**config.mk**
```make
export PLATFORM = sky130hd
export DESIGN_NAME = hdlc_rx_top
export DESIGN_NICKNAME = d
export VERILOG_FILES = /design/src/rtl/hdlc_rx_pkg.sv /design/src/rtl/hdlc_rx_deframe.sv /design/src/rtl/hdlc_rx_chk_reg.sv /design/src/rtl/hdlc_rx_frame.sv /design/src/rtl/hdlc_rx_top.sv
export SDC_FILE = /design/constraint.sdc
export NUM_CORES = 1
export LEC_CHECK = 0
export BUFFER_PORTS_ARGS = -buffer_cell sky130_fd_sc_hd__buf_4
export CAP_MARGIN = 20
export CORE_ASPECT_RATIO = 1.1
export CORE_MARGIN = 5
export CORE_UTILIZATION = 30
export CTS_BUF_LIST = sky130_fd_sc_hd__clkbuf_16
export CTS_CLUSTER_SIZE = 28
export DETAILED_ROUTE_END_ITERATION = 10
export PLACE_DENSITY_LB_ADDON = 0.08
export SLEW_MARGIN = 20
export SYNTH_ARGS = -nofsm -noshare
export SYNTH_HDL_FRONTEND = slang
export SYNTH_SLANG_ARGS = --single-unit
```
**constraint.sdc**
```tcl
create_clock -name clk -period 4.6 [get_ports clk]
set_clock_uncertainty 0.2 [all_clocks]
set_input_delay 0.23 -clock clk [delete_from_list [all_inputs] [get_ports clk]]
set_output_delay 0.23 -clock clk [all_outputs]
set_load 0.03 [all_outputs]
```
**src/rtl/hdlc_rx_pkg.sv**
```systemverilog
// Shared constants for the HDLC receiver: byte width, check polynomial,
// status codes and address filter modes.
package hdlc_rx_pkg;
    localparam int          BYTE_W     = 8;
    localparam int          CHK_W      = 16;
    localparam int          CHK_BYTES  = CHK_W / BYTE_W;
    localparam int          MIN_DATA   = 2;
    localparam logic [15:0] CHK_POLY   = 16'h1021;
    localparam logic [15:0] CHK_INIT   = 16'hFFFF;
    localparam logic [15:0] CHK_RESID  = 16'h1D0F;

    localparam logic [1:0]  ST_GOOD    = 2'b00;
    localparam logic [1:0]  ST_BADCHK  = 2'b01;
    localparam logic [1:0]  ST_ABORT   = 2'b10;
    localparam logic [1:0]  ST_SHORT   = 2'b11;

    localparam logic [1:0]  AM_ANY     = 2'b00;
    localparam logic [1:0]  AM_ONE     = 2'b01;
    localparam logic [1:0]  AM_TWO     = 2'b10;
    localparam logic [1:0]  AM_CALL    = 2'b11;
endpackage

```
**src/rtl/hdlc_rx_deframe.sv**
```systemverilog
// Line deframer. It counts runs of ones to find flags, aborts and stuffed
// zeros. Candidate data bits go through a delay line one bit shorter than a
// flag, so the first part of a flag is dropped once the flag is recognised.
// Assumes: bit_en is a single-cycle strobe.
module hdlc_rx_deframe #(
    parameter int FLAG_RUN = 6
) (
    input  logic clk,
    input  logic rst_n,
    input  logic bit_en,
    input  logic rx_bit,
    output logic dbit_valid,
    output logic dbit,
    output logic flag_evt,
    output logic abort_evt
);
    localparam int STUFF_RUN = FLAG_RUN - 1;
    localparam int DL_D      = FLAG_RUN + 1;
    localparam int RUN_MAX   = FLAG_RUN + 1;
    localparam int RUN_W     = $clog2(RUN_MAX + 1);
    localparam int CNT_W     = $clog2(DL_D + 1);

    logic [RUN_W-1:0] ones;
    logic [DL_D-1:0]  dline;
    logic [CNT_W-1:0] dcnt;
    logic             in_frame;
    logic             is_flag, is_abort, is_stuff, is_cand;

    // Classify the incoming bit by the length of the run of ones before it.
    always_comb begin
        is_flag  = bit_en && !rx_bit && (ones == RUN_W'(FLAG_RUN));
        is_abort = bit_en &&  rx_bit && (ones == RUN_W'(FLAG_RUN));
        is_stuff = bit_en && !rx_bit && (ones == RUN_W'(STUFF_RUN));
        is_cand  = bit_en && !is_flag && !is_stuff &&
                   !(rx_bit && (ones >= RUN_W'(FLAG_RUN)));
    end

    // Track the run of ones, the frame state and the delay line.
    always_ff @(posedge clk) begin
        if (!rst_n) begin
            ones       <= '0;
            dline      <= '0;
            dcnt       <= '0;
            in_frame   <= 1'b0;
            dbit_valid <= 1'b0;
            dbit       <= 1'b0;
            flag_evt   <= 1'b0;
            abort_evt  <= 1'b0;
        end else begin
            dbit_valid <= 1'b0;
            flag_evt   <= 1'b0;
            abort_evt  <= 1'b0;
            if (bit_en) begin
                if (!rx_bit)
                    ones <= '0;
                else if (ones != RUN_W'(RUN_MAX))
                    ones <= ones + 1'b1;
            end
            if (is_flag) begin
                dline    <= '0;
                dcnt     <= '0;
                in_frame <= 1'b1;
                flag_evt <= 1'b1;
            end else if (is_abort) begin
                dline     <= '0;
                dcnt      <= '0;
                abort_evt <= in_frame;
                in_frame  <= 1'b0;
            end else if (is_cand) begin
                dline <= {dline[DL_D-2:0], rx_bit};
                if (dcnt == CNT_W'(DL_D)) begin
                    dbit_valid <= in_frame;
                    dbit       <= dline[DL_D-1];
                end else begin
                    dcnt <= dcnt + 1'b1;
                end
            end
        end
    end
endmodule

```
**src/rtl/hdlc_rx_chk_reg.sv**
```systemverilog
// Bit-serial check register, most significant bit first. It is cleared to
// its start value at each frame boundary.
// Assumes: clr and en are never high in the same cycle.
module hdlc_rx_chk_reg #(
    parameter int          W    = 16,
    parameter logic [15:0] POLY = 16'h1021,
    parameter logic [15:0] INIT = 16'hFFFF
) (
    input  logic         clk,
    input  logic         rst_n,
    input  logic         clr,
    input  logic         en,
    input  logic         din,
    output logic [W-1:0] chk
);
    logic fb;

    // Feedback is the outgoing top bit combined with the new data bit.
    always_comb fb = chk[W-1] ^ din;

    // Preset on reset or frame boundary; otherwise shift one data bit.
    always_ff @(posedge clk) begin
        if (!rst_n || clr)
            chk <= INIT[W-1:0];
        else if (en)
            chk <= {chk[W-2:0], 1'b0} ^ (fb ? POLY[W-1:0] : '0);
    end
endmodule

```
**src/rtl/hdlc_rx_frame.sv**
```systemverilog
// Byte assembly, check-byte holdback, address filter and frame status.
// Bytes wait in a holdback line one byte longer than the check field. The
// oldest byte is released only when a newer byte arrives. The filter decision
// is made when the first byte is released, when the second byte is known.
// Assumes: dbit_valid never coincides with flag_evt or abort_evt.
module hdlc_rx_frame
    import hdlc_rx_pkg::*;
(
    input  logic              clk,
    input  logic              rst_n,
    input  logic              dbit_valid,
    input  logic              dbit,
    input  logic              flag_evt,
    input  logic              abort_evt,
    input  logic              chk_ok,
    input  logic [1:0]        addr_mode,
    input  logic [BYTE_W-1:0] addr_a,
    input  logic [BYTE_W-1:0] addr_b,
    input  logic              allcall_en,
    output logic              out_valid,
    output logic [BYTE_W-1:0] out_data,
    output logic              out_sof,
    output logic              out_eof,
    output logic              stat_valid,
    output logic [1:0]        stat_code,
    output logic              abort_pulse
);
    localparam int HOLD      = CHK_BYTES + 1;
    localparam int MIN_TOTAL = MIN_DATA + CHK_BYTES;
    localparam int BIT_W     = $clog2(BYTE_W);
    localparam int NB_W      = $clog2(MIN_TOTAL + 1);
    localparam int HC_W      = $clog2(HOLD + 1);

    logic [BYTE_W-1:0] shreg;
    logic [BIT_W-1:0]  bitcnt;
    logic              got_bit;
    logic [NB_W-1:0]   nbytes;
    logic [BYTE_W-1:0] hold [HOLD];
    logic [HC_W-1:0]   hcnt;
    logic              dec_done, dec_acc, sof_done;
    logic [BYTE_W-1:0] new_byte;
    logic              byte_done, addr_ok, end_evt, report;
    logic [1:0]        end_code;

    // Next byte value and byte-complete strobe.
    always_comb begin
        new_byte  = {shreg[BYTE_W-2:0], dbit};
        byte_done = dbit_valid && (bitcnt == BIT_W'(BYTE_W - 1));
    end

    // Address decision using the two oldest held bytes (first and second byte).
    always_comb begin
        case (addr_mode)
            AM_ANY:  addr_ok = 1'b1;
            AM_ONE:  addr_ok = (hold[HOLD-1] == addr_a);
            AM_TWO:  addr_ok = (hold[HOLD-1] == addr_a) && (hold[HOLD-2] == addr_b);
            default: addr_ok = 1'b0;
        endcase
        if (allcall_en && (hold[HOLD-1] == '1))
            addr_ok = 1'b1;
    end

    // Status of a closing frame, in priority order.
    always_comb begin
        if (abort_evt)
            end_code = ST_ABORT;
        else if ((bitcnt != '0) || (nbytes < NB_W'(MIN_TOTAL)))
            end_code = ST_SHORT;
        else if (chk_ok)
            end_code = ST_GOOD;
        else
            end_code = ST_BADCHK;
        end_evt = (flag_evt || abort_evt) && got_bit;
        report  = end_evt && !(dec_done && !dec_acc);
    end

    // Frame state, holdback line and output events.
    always_ff @(posedge clk) begin
        if (!rst_n) begin
            shreg       <= '0;
            bitcnt      <= '0;
            got_bit     <= 1'b0;
            nbytes      <= '0;
            hcnt        <= '0;
            dec_done    <= 1'b0;
            dec_acc     <= 1'b0;
            sof_done    <= 1'b0;
            out_valid   <= 1'b0;
            out_data    <= '0;
            out_sof     <= 1'b0;
            out_eof     <= 1'b0;
            stat_valid  <= 1'b0;
            stat_code   <= ST_GOOD;
            abort_pulse <= 1'b0;
            for (int i = 0; i < HOLD; i++) hold[i] <= '0;
        end else begin
            out_valid   <= 1'b0;
            out_sof     <= 1'b0;
            out_eof     <= 1'b0;
            stat_valid  <= 1'b0;
            abort_pulse <= 1'b0;
            if (flag_evt || abort_evt) begin
                if (report) begin
                    stat_valid  <= 1'b1;
                    stat_code   <= end_code;
                    abort_pulse <= abort_evt;
                    out_eof     <= dec_done;
                    if (dec_done && !end_code[1]) begin
                        out_valid <= 1'b1;
                        out_data  <= hold[HOLD-1];
                        out_sof   <= !sof_done;
                    end
                end
                bitcnt   <= '0;
                got_bit  <= 1'b0;
                nbytes   <= '0;
                hcnt     <= '0;
                dec_done <= 1'b0;
                dec_acc  <= 1'b0;
                sof_done <= 1'b0;
            end else if (dbit_valid) begin
                shreg   <= new_byte;
                bitcnt  <= bitcnt + 1'b1;
                got_bit <= 1'b1;
                if (byte_done) begin
                    if (nbytes != NB_W'(MIN_TOTAL))
                        nbytes <= nbytes + 1'b1;
                    hold[0] <= new_byte;
                    for (int i = 1; i < HOLD; i++) hold[i] <= hold[i-1];
                    if (hcnt == HC_W'(HOLD)) begin
                        dec_done <= 1'b1;
                        dec_acc  <= dec_done ? dec_acc : addr_ok;
                        if (dec_done ? dec_acc : addr_ok) begin
                            out_valid <= 1'b1;
                            out_data  <= hold[HOLD-1];
                            out_sof   <= !sof_done;
                            sof_done  <= 1'b1;
                        end
                    end else begin
                        hcnt <= hcnt + 1'b1;
                    end
                end
            end
        end
    end
endmodule

```
**src/rtl/hdlc_rx_top.sv**
```systemverilog
// HDLC frame receiver top level: deframer, check register and frame/byte stage.
// Assumes: bit_en is never high in two consecutive cycles, and the address
// configuration changes only between frames.
module hdlc_rx_top
    import hdlc_rx_pkg::*;
(
    input  logic       clk,
    input  logic       rst_n,
    input  logic       bit_en,
    input  logic       rx_bit,
    input  logic [1:0] addr_mode,
    input  logic [7:0] addr_a,
    input  logic [7:0] addr_b,
    input  logic       allcall_en,
    output logic       out_valid,
    output logic [7:0] out_data,
    output logic       out_sof,
    output logic       out_eof,
    output logic       stat_valid,
    output logic [1:0] stat_code,
    output logic       abort_pulse
);
    logic             dbit_valid, dbit, flag_evt, abort_evt, chk_ok;
    logic [CHK_W-1:0] chk;

    // A residue equal to the fixed constant marks an intact frame.
    always_comb chk_ok = (chk == CHK_RESID[CHK_W-1:0]);

    hdlc_rx_deframe #(.FLAG_RUN(6)) u_deframe (
        .clk(clk), .rst_n(rst_n), .bit_en(bit_en), .rx_bit(rx_bit),
        .dbit_valid(dbit_valid), .dbit(dbit),
        .flag_evt(flag_evt), .abort_evt(abort_evt)
    );

    hdlc_rx_chk_reg #(.W(CHK_W), .POLY(CHK_POLY), .INIT(CHK_INIT)) u_chk_reg (
        .clk(clk), .rst_n(rst_n), .clr(flag_evt || abort_evt),
        .en(dbit_valid), .din(dbit), .chk(chk)
    );

    hdlc_rx_frame u_frame (
        .clk(clk), .rst_n(rst_n), .dbit_valid(dbit_valid), .dbit(dbit),
        .flag_evt(flag_evt), .abort_evt(abort_evt), .chk_ok(chk_ok),
        .addr_mode(addr_mode), .addr_a(addr_a), .addr_b(addr_b),
        .allcall_en(allcall_en),
        .out_valid(out_valid), .out_data(out_data), .out_sof(out_sof),
        .out_eof(out_eof), .stat_valid(stat_valid), .stat_code(stat_code),
        .abort_pulse(abort_pulse)
    );
endmodule

```
==> metrics.md, run 1 <==
| Metric | Value |
|---|---|
| Fin. max-slew vios | `0` |
| Nature of the critical path startpoint | `register` |
| Setup WS post-layout | `~2200 ps` |
| Initial core utilization | `0.307` |
| Drt initial violations | `110` |
| RSZ-0062 raised after global routing | `false` |
| Placer Congestion | `around 0.73` |
| Count of port buffers added during placement | `37` |
| Top Ports | `38` |
| Largest net degree at the start of global routing | `41` |
| Fillers | `1,279` |
| Total Routing Usage GR | `0.102` |
| Clk sinks | `92` |
| Area of the multi-input gates | `0.00173 mm²` |
| Initial antenna violation count | `0` |
| Reg2reg start | `u_deframe.dbit_valid$_SDFF_PP0_` |
| DR DRC count | `0` |
| Syn Nets | `412` |
| Dpl ws | `2110 ps` |
| ANT nets after route | `0` |
| WP data required | `4360 ps` |
| CTS tree | `done` |
| Max Cap Viol | `0` |
| Share of layout cells above drive strength 1 | `0.141` |
| Final hold viol count | `0` |
| Tmin final | `roughly 2400 ps` |
| Sequential cell area | `0.00208 mm²` |
| FFs w/ async S/R, synth | `0` |
| DR WL/cell | `12.7 µm` |
| Crit end category | `register` |
| Syn avg cell area | `a little over 10 µm²` |
| Setup slack, reg-to-reg | `2180 ps` |
| Die width | `119 µm` |
| Commonest non-fill, non-tap cell in the layout | `dfxtp_1` |
| P&R area growth vs syn | `17.4%` |
| Unique masters post-synth | `45` |
| Worst slew pin tran | `between 900 and 1000 ps` |
| Number of synthesized register bits | `92` |
| Die Footprint | `0.0154 mm²` |
| Post-DP HPWL | `about 5100 µm` |
| Die height | `130 µm` |
| Clk_lat worst skew | `340 ps` |
| Vias in the first global route | `between 2,000 and 3,000` |
| EDFF count, synth | `24` |
| Core Region | `0.0127 mm²` |
| Setup tns final | `0 ps` |
| Fin crit share | `0.526` |
| Leakage | `between 1.5 and 2 nW` |
| Hold path endpoint | `u_deframe.ones[2]$_SDFFE_PN0P_` |
| Pwr Density | `342 mW/mm²` |
| Mapped cell area | `roughly 0.004 mm²` |
| Primary FF master, synth | `dfxtp_1` |
| First-pass GRT wire length | `12,500 µm` |
| RR Endpoint | `u_frame.hold[0][20]$_SDFFCE_PN0P_` |
| Vias per cell | `between 4 and 5` |
| IR drop worst, VDD | `approximately 0.00014 V` |
| Drt total wl | `roughly 7300 µm` |
| Relative slew slack | `0.352` |
| Syn Inst Count | `377` |
| H-tree depth | `3` |
| Final nets | `447` |
| Hold path startpoint | `bit_en` |
| Clk buf depth | `2` |
| CP arrival | `2180 ps` |
| Final setup violation count | `0` |
| Status | `complete, no violations` |
| Ant diodes | `0` |
| Worst-path clk slew | `60 ps` |
| CTS root buf | `clkbuf_16` |
| Hold path depth | `3` |
| Crit Path Max Fanout | `28` |
| Placement row count | `43` |
| Post-CTS Setup Inserts | `0` |
| Hold crit path type | `input port to register` |
| Register area share after synthesis | `0.534` |
| Initial DRT Pass Iterations | `4` |
| Total gr overflow | `0` |
| CTS Buf Count | `9` |
| Most frequent cells in the layout | `68 x dfxtp_1, 66 x nand2_1, 38 x buf_4, 36 x mux2i_1, 30 x nor2_1` |
| Final Power | `1.56 mW` |
| Max Freq | `413 MHz` |
| Setup Crit Path Kind | `register to register` |
| Warning count from the yosys run | `0` |
| Via count | `2,523` |
| Depth of the most critical reg-to-reg path | `4` |
-- flip-flops by register name (all words and copies together), names as in the netlist, 2 cells and up --
register / cells
u_frame.hold: 24
u_chk_reg.chk: 16
u_frame.out_data: 8
u_deframe.dline: 7
u_frame.shreg: 7
u_deframe.dcnt: 3
u_deframe.ones: 3
u_frame.bitcnt: 3
u_frame.nbytes: 3
u_frame.hcnt: 2
u_frame.stat_code: 2
-- metal layers --
metal	global-route usage	share of wire
met3	0.0266	0.042
met1	0.114	0.45
met2	0.177	0.48
met5	0	0
met4	0.0593	0.024
-- layout make-up --
| type | count | share of cell area |
|---|---|---|
| Clock buffer | 9 | 0.0492 |
| Clock inverter | 7 | 0.00628 |
| Inverter | 7 | 0.00574 |
| Multi-Input combinational cell | 263 | 0.377 |
| Sequential cell | 92 | 0.455 |
| Tap cell | 157 | 0.0429 |
| Timing Repair Buffer | 39 | 0.0645 |
-- cells in the mapped netlist (all sizes together) (5+ instances only) --
cell | count | area (µm²)
ha | 12 | 150
clkbuf | 11 | 41.3
nor2b | 5 | 31.3
a21boi | 8 | 60.1
nand3 | 7 | 40.0
and2 | 29 | 181
xnor2 | 20 | 175
inv | 7 | 26.3
a21oi | 8 | 43.8
nand2 | 66 | 248
dfxtp | 68 | 1360
o21ai | 7 | 50.1
edfxtp | 24 | 721
nor2 | 31 | 116
mux2i | 36 | 360
-- timing repair --
item,4_1_cts,5_1_grt
hold endpoints to repair,1,0
hold buffers,1,0
gates resized for setup,0,0
-- worst max-delay path, stage by stage, from the launching register on --
cell	delay [ps]
dfxtp_1	310
buf_4	350
and2_1	360
nand2_1	90
nand2_1	720
-- power breakdown --
group / switching, mW / leakage (nW) / total, mW / internal, mW
Clock: 0.290 / 0.142 / 0.645 / 0.354
Combinational: 0.0339 / 0.809 / 0.0665 / 0.0326
Sequential: 0.00976 / 0.777 / 0.854 / 0.844
Total: 0.334 / 1.73 / 1.56 / 1.23
-- stage by stage --
stage               utilization  cell area [µm²]  hold WS (ps)  cells
floorplan                     -             3900           199    377
global placement          0.340             4310           227    557
detailed placement        0.340             4320           241    557
CTS                       0.361             4580          17.2    574
global route              0.361             4580          46.8    574
finish                    0.361             4580          36.9    574
-- cell families (layout without fill, tap and decap cells) --
family	count (synthesis)	count (layout)	share of synthesized area
adders and majority gates	12	12	0.0385
AOI/OAI and AO/OA	32	32	0.0587
DFF	92	92	0.534
buffers and inverters	22	62	0.0247
muxes	36	36	0.0924
xor gates and xnor gates	24	24	0.0539
and+or+nand+nor	159	159	0.198
-- worst max-delay path by stage --
| stage | depth (start not counted) | startpoint | endpoint |
|---|---|---|---|
| final | 4 | u_deframe.dbit_valid$_SDFF_PP0_ | u_frame.hold[0][20]$_SDFFCE_PN0P_ |
| after global routing | 4 | u_deframe.dbit_valid$_SDFF_PP0_ | u_frame.hold[0][20]$_SDFFCE_PN0P_ |
| after CTS | 4 | u_deframe.dbit_valid$_SDFF_PP0_ | u_frame.hold[0][21]$_SDFFCE_PN0P_ |
| after detailed placement | 4 | u_deframe.dbit_valid$_SDFF_PP0_ | u_frame.hold[0][22]$_SDFFCE_PN0P_ |
| after global placement | 4 | rst_n | u_frame.hold[0][14]$_SDFFCE_PN0P_ |
| after floorplan | 5 | u_deframe.abort_evt$_SDFF_PP0_ | u_frame.hold[0][0]$_SDFFCE_PN0P_ |
No activity file was read; power rests on OpenSTA's default activity.
==> inputs of run 2 (changes only) <==
Clock period 4.6 ns to 2 ns, I/O delays scaled along.
==> run 2 against run 1 <==
Final cell count grew 3.5%. Global-route usage grew 0.36 points. Hold slack gained 190 ps. Sequential cell count is the same. Via count grew 4.3%. Combinational power grew to 2.5 times the previous value. Clock-buffer cell count is the same. Die area is the same.
==> metrics.md, run 2 (synthesized netlist as in run 1, its figures left out) <==
| Metric | Value |
|---|---|
| Relative slew slack | `0.742 (+0.390)` |
| Final setup violation count | `0 (unchanged)` |
| Clk sinks | `92 (unchanged)` |
| Setup slack, reg-to-reg | `30 ps (-2150 ps)` |
| CP arrival | `2040 ps (-140 ps)` |
| RSZ-0062 raised after global routing | `true` |
| Reg2reg start | `u_frame.bitcnt[1]$_SDFFE_PP0P_` |
| Most frequent cells in the layout | `65 x nand2_1, 64 x dfxtp_1, 53 x buf_4, 36 x mux2i_1, 31 x nor2_1` |
| Fillers | `1,286 (+0.55%)` |
| Crit end category | `register` |
| Hold path startpoint | `addr_mode[1]` |
| Setup Crit Path Kind | `register to register` |
| Total gr overflow | `0 (unchanged)` |
| Final Power | `3.65 mW (+130%)` |
| Vias in the first global route | `2,635 (+2.9%)` |
| Top Ports | `38 (unchanged)` |
| Post-DP HPWL | `5320 µm (+4.2%)` |
| Final hold viol count | `0 (unchanged)` |
| Fin. max-slew vios | `0 (unchanged)` |
| First-pass GRT wire length | `12,800 µm (+3.0%)` |
| Initial DRT Pass Iterations | `4 (unchanged)` |
| Crit-path cells | `ha_4 > ha_4 > nand3_2 > or2_1 > a21oi_2 > nand3_2 > o21ai_4 > buf_12 > mux2i_1` |
| Placed cells | `575 (+3.2%)` |
| WP data required | `2070 ps (-2290 ps)` |
| Die width | `119 µm (unchanged)` |
| Leakage | `1.82 nW (+5.3%)` |
| Hold path endpoint | `u_frame.out_data[0]$_SDFFE_PN0P_` |
| Worst-path clk slew | `60 ps (about the same)` |
| Via count | `2,631 (+4.3%)` |
| Ant diodes | `0 (unchanged)` |
| Commonest non-fill, non-tap cell in the layout | `nand2_1` |
| Worst path slowest cell | `dfxtp_4` |
| Tmin final | `1970 ps (-454 ps)` |
| Top Registers | `u_frame.hold x24, u_chk_reg.chk x16, u_frame.out_data x8` |
| Max reg flops | `24 (unchanged)` |
| Fin crit share | `0.983 (+0.457)` |
| CTS root buf | `clkbuf_16` |
| Die Footprint | `0.0154 mm² (unchanged)` |
| Initial core utilization | `0.307 (unchanged)` |
| Final nets | `467 (+4.5%)` |
| Core Region | `0.0127 mm² (unchanged)` |
| ANT nets after route | `0 (unchanged)` |
| Dpl ws | `-42.3 ps (-2150 ps)` |
| H-tree depth | `3 (unchanged)` |
| Final cell count without fillers | `594 (+3.5%)` |
| Setup WS post-layout | `34.6 ps (-2150 ps)` |
| Hold path depth | `6 (+3)` |
| IR drop worst, VDD | `0.000278 V (+97%)` |
| Biggest register | `u_frame.hold` |
| Finished Core Util | `0.380 (+0.0195)` |
| P&R area growth vs syn | `23.7%` |
| Clk buf depth | `2 (unchanged)` |
| Total Routing Usage GR | `0.106 (+0.00357)` |
| Hold crit path type | `input port to register` |
| Worst path max stage delay | `370 ps (-350 ps)` |
| Max Freq | `509 MHz (+23%)` |
| Pwr Density | `757 mW/mm² (+120%)` |
| Count of port buffers added during placement | `37 (unchanged)` |
| DR DRC count | `0 (unchanged)` |
| Largest net degree at the start of global routing | `25 (-39%)` |
| Die height | `130 µm (unchanged)` |
| Share of layout cells above drive strength 1 | `0.201 (+0.0599)` |
| Drt total wl | `7550 µm (+3.3%)` |
| Depth of the most critical reg-to-reg path | `9 (+5)` |
| Nature of the critical path startpoint | `register` |
| Initial antenna violation count | `0 (unchanged)` |
| CTS tree | `done` |
| Max Cap Viol | `0 (unchanged)` |
| Worst slew pin tran | `386 ps (-584 ps)` |
| Placer Congestion | `0.777 (+5.8%)` |
| Vias per cell | `4.43 (+0.77%)` |
| Smallest hold slack | `230 ps (+194 ps)` |
| CTS Buf Count | `9 (unchanged)` |
| Crit Path Max Fanout | `8 (-71%)` |
| Placement row count | `43 (unchanged)` |
| DR WL/cell | `12.7 µm (-0.15%)` |
| Status | `complete, no violations` |
| Clk_lat worst skew | `340 ps (about the same)` |
| RR Endpoint | `u_frame.out_data[5]$_SDFFE_PN0P_` |
| Drt initial violations | `77 (-30%)` |
==> run 2: area by class of cell <==
type                    count  area, µm²  area share
clock buffers               9        225      0.0467
repair buffers             59        488       0.101
well taps                 157        196      0.0407
clock inverters             7       33.8     0.00700
flip-flops and latches     92       2090       0.433
multi-input cells         263       1770       0.366
inverters                   7       26.3     0.00544
==> run 2: routing by layer <==
layer | up-vias | GRT usage | wire length (µm)
li1 | 1379 | - | -
met1 | 1205 | 0.128 | 3570
met2 | 38 | 0.173 | 3540
met3 | 9 | 0.0327 | 319
met4 | 0 | 0.0511 | 130
met5 | - | 0 | 0
==> run 2: worst max-delay path by stage <==
stage,endpoint,from,cells past startpoint
floorplan,u_frame.out_data[0]$_SDFFE_PN0P_,u_frame.bitcnt[0]$_SDFFE_PP0P_,8
global placement,u_frame.out_data[6]$_SDFFE_PN0P_,u_frame.bitcnt[0]$_SDFFE_PP0P_,9
detailed placement,u_frame.out_data[5]$_SDFFE_PN0P_,u_frame.bitcnt[0]$_SDFFE_PP0P_,9
CTS,u_frame.out_data[5]$_SDFFE_PN0P_,u_frame.bitcnt[0]$_SDFFE_PP0P_,9
global route,u_frame.out_data[7]$_SDFFE_PN0P_,u_frame.hold[0][8]$_SDFFCE_PN0P_,7
finish,u_frame.out_data[5]$_SDFFE_PN0P_,u_frame.bitcnt[1]$_SDFFE_PP0P_,9
==> run 2: critical path, delay by kind of cell (launching register included) <==
kind	cells	cell delay, ps
mux	1	180
flops	1	370
fa+ha+maj	2	260
simple gates	3	410
buf+inv	1	150
compound gates	2	330
==> run 2: what timing repair did <==
item / 4_1_cts / 5_1_grt
resized for setup: 7 / 8
hold buffers: 3 / 0
endpoints found under the hold margin: 19 / 0
endpoints found under the setup margin: 8 / 15
pin swaps: 3 / 6
setup buffers: 0 / 0
==> run 2: per-stage QoR <==
| step | TNS [ps] | instance area [µm²] |
|---|---|---|
| global placement | 0 | 4490 |
| detailed placement | -226 | 4490 |
| floorplan | 0 | 3900 |
| global route | -977 | 4830 |
| finish | 0 | 4830 |
| CTS | -127 | 4810 |
==> run 2: where the power goes <==
group	internal [mW]	total (mW)	switching, mW
combinational	0.0871	0.169	0.0821
sequential	1.94	1.96	0.0215
clock	0.823	1.53	0.704
total	2.85	3.65	0.807
